===== src/rtl/rf_pkg.sv =====
package rf_pkg;
  parameter int unsigned RF_DEPTH = 32;
  parameter int unsigned RF_WIDTH = 32;
  parameter int unsigned RF_READ_PORTS = 2;
endpackage


===== src/rtl/rf_wr_decode.sv =====
module rf_wr_decode #(
  parameter int unsigned DEPTH  = rf_pkg::RF_DEPTH,
  parameter int unsigned ADDR_W = $clog2(DEPTH)
) (
  input  logic              wr_en_i,
  input  logic [ADDR_W-1:0] wr_addr_i,
  output logic [DEPTH-1:1]  wr_sel_o
);
  // entry 0 is hard-wired zero, so it has no select line
  for (genvar i = 1; i < DEPTH; i++) begin : g_sel
    assign wr_sel_o[i] = wr_en_i && (wr_addr_i == ADDR_W'(i));
  end
endmodule


===== src/rtl/rf_storage.sv =====
module rf_storage #(
  parameter int unsigned DEPTH  = rf_pkg::RF_DEPTH,
  parameter int unsigned DATA_W = rf_pkg::RF_WIDTH
) (
  input  logic                        clk_i,
  input  logic                        rst_ni,
  input  logic [DEPTH-1:1]            wr_sel_i,
  input  logic [DATA_W-1:0]           wr_data_i,
  output logic [DEPTH-1:0][DATA_W-1:0] regs_o
);
  assign regs_o[0] = '0;

  for (genvar i = 1; i < DEPTH; i++) begin : g_reg
    always_ff @(posedge clk_i or negedge rst_ni) begin
      if (!rst_ni)          regs_o[i] <= '0;
      else if (wr_sel_i[i]) regs_o[i] <= wr_data_i;
    end
  end
endmodule


===== src/rtl/rf_read_port.sv =====
module rf_read_port #(
  parameter int unsigned DEPTH  = rf_pkg::RF_DEPTH,
  parameter int unsigned DATA_W = rf_pkg::RF_WIDTH,
  parameter int unsigned ADDR_W = $clog2(DEPTH)
) (
  input  logic [DEPTH-1:0][DATA_W-1:0] regs_i,
  input  logic [ADDR_W-1:0]            rd_addr_i,
  input  logic                         wr_en_i,
  input  logic [ADDR_W-1:0]            wr_addr_i,
  input  logic [DATA_W-1:0]            wr_data_i,
  output logic [DATA_W-1:0]            rd_data_o
);
  logic fwd_hit;

  // same-cycle write wins over the stored copy; never for entry 0
  assign fwd_hit = wr_en_i && (wr_addr_i == rd_addr_i) && (rd_addr_i != '0);

  always_comb begin
    if (fwd_hit) rd_data_o = wr_data_i;
    else         rd_data_o = regs_i[rd_addr_i];
  end
endmodule


===== src/rtl/regfile_2r1w.sv =====
module regfile_2r1w #(
  parameter int unsigned DEPTH  = rf_pkg::RF_DEPTH,
  parameter int unsigned DATA_W = rf_pkg::RF_WIDTH,
  parameter int unsigned ADDR_W = $clog2(DEPTH)
) (
  input  logic              clk_i,
  input  logic              rst_ni,
  input  logic [ADDR_W-1:0] rd_addr_a_i,
  output logic [DATA_W-1:0] rd_data_a_o,
  input  logic [ADDR_W-1:0] rd_addr_b_i,
  output logic [DATA_W-1:0] rd_data_b_o,
  input  logic              wr_en_i,
  input  logic [ADDR_W-1:0] wr_addr_i,
  input  logic [DATA_W-1:0] wr_data_i
);
  localparam int unsigned NUM_RD = rf_pkg::RF_READ_PORTS;

  logic [DEPTH-1:1]             wr_sel;
  logic [DEPTH-1:0][DATA_W-1:0] regs;
  logic [NUM_RD-1:0][ADDR_W-1:0] rd_addr;
  logic [NUM_RD-1:0][DATA_W-1:0] rd_data;

  assign rd_addr[0]  = rd_addr_a_i;
  assign rd_addr[1]  = rd_addr_b_i;
  assign rd_data_a_o = rd_data[0];
  assign rd_data_b_o = rd_data[1];

  rf_wr_decode #(.DEPTH(DEPTH), .ADDR_W(ADDR_W)) i_wr_decode (
    .wr_en_i  (wr_en_i),
    .wr_addr_i(wr_addr_i),
    .wr_sel_o (wr_sel)
  );

  rf_storage #(.DEPTH(DEPTH), .DATA_W(DATA_W)) i_storage (
    .clk_i    (clk_i),
    .rst_ni   (rst_ni),
    .wr_sel_i (wr_sel),
    .wr_data_i(wr_data_i),
    .regs_o   (regs)
  );

  for (genvar p = 0; p < NUM_RD; p++) begin : g_rd
    rf_read_port #(.DEPTH(DEPTH), .DATA_W(DATA_W), .ADDR_W(ADDR_W)) i_rd_port (
      .regs_i   (regs),
      .rd_addr_i(rd_addr[p]),
      .wr_en_i  (wr_en_i),
      .wr_addr_i(wr_addr_i),
      .wr_data_i(wr_data_i),
      .rd_data_o(rd_data[p])
    );
  end
endmodule


===== config.mk =====
export PLATFORM = sky130hd
export DESIGN_NAME = regfile_2r1w
export DESIGN_NICKNAME = d
export VERILOG_FILES = /design/src/rtl/rf_pkg.sv /design/src/rtl/rf_wr_decode.sv /design/src/rtl/rf_storage.sv /design/src/rtl/rf_read_port.sv /design/src/rtl/regfile_2r1w.sv
export SDC_FILE = /design/constraint.sdc
export NUM_CORES = 2
export LEC_CHECK = 0
export BUFFER_PORTS_ARGS = -buffer_cell sky130_fd_sc_hd__buf_2
export CORE_MARGIN = 2
export CORE_UTILIZATION = 55
export DETAILED_ROUTE_END_ITERATION = 6
export GPL_TIMING_DRIVEN = 0
export PLACE_DENSITY = 0.71
export SYNTH_ARGS = -nofsm -noshare
export SYNTH_HDL_FRONTEND = slang
export SYNTH_SLANG_ARGS = --single-unit

===== constraint.sdc =====
create_clock -name clk_i -period 5 [get_ports clk_i]
set_input_delay 0.75 -clock clk_i [delete_from_list [all_inputs] [get_ports clk_i]]
set_output_delay 0.75 -clock clk_i [all_outputs]
set_load 0.02 [all_outputs]

==> results.rst <==
.. list-table::
   :header-rows: 1

   * - Metric
     - Value
   * - Design Power
     - 0.02429 W
   * - Slew at the pin closest to its max-slew limit
     - 1.554 ns
   * - Pre-Repair DR Iteration Count
     - 7
   * - Horizontal die dimension
     - 316.1 microns
   * - Synth top area cells
     - sky130_fd_sc_hd__dfrtp_1 46%, sky130_fd_sc_hd__mux2_2 23%, sky130_fd_sc_hd__mux4_2 17%
   * - Number of cell rows
     - 114
   * - Final weighted congestion in routability-driven placement
     - 1.002
   * - Share of the synthesized area in the top cell type
     - 0.4633
   * - Count of pins over their slew limit
     - 11
   * - Post-route worst hold slack
     - 0.3256 ns
   * - Share of synthesized registers carrying an async set or reset
     - 1.000
   * - Largest net degree at the start of global routing
     - 163
   * - Most Used Layer, Global Route
     - met2
   * - Area of the mapped netlist
     - 53580 sq um
   * - Via count
     - 39090
   * - Number of nets at the end of the flow
     - 3979
   * - Number of different library cells in the post-synthesis netlist
     - 45
   * - Fraction of layout cells with a size suffix above 1
     - 0.5014
   * - Core utilization of the finished layout
     - 0.6172
   * - Required time of the worst setup path
     - 4.25 ns
   * - First DRT Iteration DRCs
     - 5687
   * - Y dimension of the die
     - 316.1 microns
   * - Wire length of the first global-routing pass
     - 290.2 mm
   * - Post-synth top area cell
     - sky130_fd_sc_hd__dfrtp_1
   * - Detailed-route DRC error count
     - 8
   * - Met3 track demand over resource
     - 0.1698
   * - Maximum Capacitance Violations
     - 2
   * - List of most frequent post-synthesis cells
     - 1077 x sky130_fd_sc_hd__mux2_2, 992 x sky130_fd_sc_hd__dfrtp_1, 399 x sky130_fd_sc_hd__mux4_2, 165 x sky130_fd_sc_hd__buf_2, 162 x sky130_fd_sc_hd__clkbuf_1
   * - Proportion of synthesized chip area in sequential cells
     - 0.4633
   * - Static leakage
     - 25.70 nW
   * - Quantity of I/O buffers inserted on ports
     - 105
   * - Primary FF master, synth
     - sky130_fd_sc_hd__dfrtp_1
   * - Worst-case clock buffer depth
     - 3
   * - Count of antenna-violating nets left after detailed routing
     - 0
   * - Clock buffers created by TritonCTS
     - 107
   * - Slew HR
     - -0.03624
   * - Count of warnings emitted by yosys
     - 0
   * - Post-Synthesis Cells
     - 3706
   * - Global-route usage over all layers
     - 0.4198
   * - Starting density of the core
     - 0.5549
   * - Power density cells
     - 407.5 nW/um^2
   * - Met1 global-route usage
     - 0.5381
   * - Final global-route overflow total
     - 0
   * - Critical Path Start Type
     - input port
   * - Post-synth EDFFs
     - 0
   * - Clock Pin Slew Worst Setup and Hold Paths
     - 0.07 ns
   * - Shortest period the worst path allows
     - 5.074 ns
   * - RSZ-0062 raised after global routing
     - false
   * - Area of the die
     - 99930 sq um
   * - Highest net fanout along the worst path
     - 10
   * - Final-layout setup total negative slack
     - -0.1882 ns
   * - Half-perimeter wire length of the detailed placement result
     - 139.3 mm
   * - Number of nets produced by synthesis
     - 3756
   * - Average via count per standard cell
     - 7.367
   * - Count of endpoints failing hold in the final timing report
     - 0
   * - Mean cell area of the mapped netlist
     - 14.46 sq um
   * - Clock latency on the worst-skew pair
     - 0.72 ns
   * - Final worst slack
     - -0.07443 ns
   * - TritonCTS clock tree
     - done
   * - Total wirelength of the detailed-routed design
     - 207.9 mm
   * - Top achievable clock speed
     - 197.1 MHz
   * - Critical setup path kind
     - in2out
   * - Critical Path AT
     - 4.32 ns
   * - Most used standard cell by instance count after synthesis
     - sky130_fd_sc_hd__mux2_2
   * - Flip-flop count of the largest register, all copies and words added
     - 992
   * - Core footprint
     - 96570 sq um
   * - Initial antenna violation count
     - 12
   * - Number of clock sinks
     - 992
   * - Biggest registers after layout
     - i_storage.regs_o x992
   * - Register bank with the most flops
     - i_storage.regs_o
   * - Class of the tightest hold or removal check
     - in2reg
   * - Number of H-tree levels
     - 3
   * - Vias in the first global route
     - 39170
   * - Setup violators final
     - 4
   * - Cell chosen for the clock root
     - sky130_fd_sc_hd__clkbuf_16
   * - Clock Skews
     - 0 ns
   * - Sort of element at the end of the critical path
     - output port
   * - Synthesis-to-layout area growth
     - 11.23%
   * - Met2 demand-to-capacity share in global routing
     - 0.5833
   * - Violated checks
     - design-rule violations, max-capacitance violations, max-slew violations, negative setup slack
   * - Highest ir drop seen on vdd
     - 0.3240 mV
   * - Number of flip-flops and latches in the synthesized netlist
     - 992
   * - Period utilization
     - 1.015
   * - Number of primary I/O pins
     - 114
   * - Outcome
     - finished, violations left
   * - Average routed wire per standard cell
     - 39.18 microns
through the flow:
stage	worst slack (ns)	instance area, sq um	std cells
floorplan	1.823	53580	3706
global placement	-18.67	55700	5087
detailed placement	-0.1263	55880	5093
CTS	0.03158	59520	5291
global route	0.09050	59580	5296
finish	-0.07443	59600	5306
power by group:
group / switching [W] / internal [W] / total (W)
Clock: 0.00347 / 0.00481 / 0.00828
Sequential: 0.00119 / 0.00961 / 0.0108
Combinational: 0.00231 / 0.00290 / 0.00521
Total: 0.00697 / 0.0173 / 0.0243
layout make-up:
class,count,area (sq um)
Fill cell,7447,36960
Multi-Input combinational cell,2305,26680
Sequential cell,992,24820
Clock buffer,158,3182
Buffer,407,2095
Tap cell,1276,1597
Timing Repair Buffer,114,742.0
Clock inverter,39,442.9
Antenna cell,13,32.53
Inverter,2,7.507
cell families (layout without fill, tap and decap cells):
kind of cell,Yosys count,in the layout,share of synthesized area
compound gates,469,469,0.06148
xor+xnor,8,8,0.001308
flops,992,992,0.4633
simple gates,257,257,0.02232
mux,1571,1571,0.4128
other cells,0,13,0
buf+inv,409,720,0.03879
routing by layer:
| metal | up-vias | part of all wire |
|---|---|---|
| met5 | - | 0.00016 |
| met4 | 4 | 0.083 |
| met3 | 838 | 0.13 |
| met2 | 2893 | 0.42 |
| met1 | 20550 | 0.37 |
| li1 | 14800 | - |
worst max-delay path, cell delays in order:
cell	delay [ns]
sky130_fd_sc_hd__buf_2	0.16
sky130_fd_sc_hd__buf_2	0.37
sky130_fd_sc_hd__nor2b_1	0.18
sky130_fd_sc_hd__clkbuf_1	0.44
sky130_fd_sc_hd__clkbuf_1	1.02
sky130_fd_sc_hd__a22oi_1	0.29
sky130_fd_sc_hd__nand3_1	0.20
sky130_fd_sc_hd__nand3_1	0.13
sky130_fd_sc_hd__o21ai_1	0.49
sky130_fd_sc_hd__buf_2	0.27
cells in the final DEF (no fill, tap or decap), types with 52 or more instances in the layout:
master	instances
sky130_fd_sc_hd__mux2_2	1077
sky130_fd_sc_hd__dfrtp_1	992
sky130_fd_sc_hd__mux4_2	399
sky130_fd_sc_hd__buf_2	269
sky130_fd_sc_hd__clkbuf_1	178
sky130_fd_sc_hd__clkbuf_16	109
sky130_fd_sc_hd__nand2_1	102
sky130_fd_sc_hd__o21ai_0	82
sky130_fd_sc_hd__o22ai_1	80
sky130_fd_sc_hd__a22oi_1	60
sky130_fd_sc_hd__mux2i_1	52
worst paths after layout:
path / start / slack (ns) / to / cells past startpoint
setup / recovery: rd_addr_b_i[2] / -0.07 / rd_data_b_o[16] / 10
hold / removal: wr_data_i[16] / 0.33 / i_storage.regs_o[1008]$_DFFE_PN0P_ / 2
setup reg to reg: i_storage.regs_o[179]$_DFFE_PN0P_ / 4.18 / i_storage.regs_o[179]$_DFFE_PN0P_ / 1
hold reg to reg: i_storage.regs_o[500]$_DFFE_PN0P_ / 0.50 / i_storage.regs_o[500]$_DFFE_PN0P_ / 1
max in group asynchronous: rst_ni / 2.49 / i_storage.regs_o[526]$_DFFE_PN0P_ / 4
min in group asynchronous: rst_ni / 0.55 / i_storage.regs_o[315]$_DFFE_PN0P_ / 2
timing repair:
action	4_1_cts	5_1_grt
gates resized for setup	2	12
buffers inserted	0	0
pin swaps	0	0
endpoints found under the hold margin	65	0
endpoints found under the setup margin	1	1
hold buffers	1	0
Power figures use the tool's default switching activity.
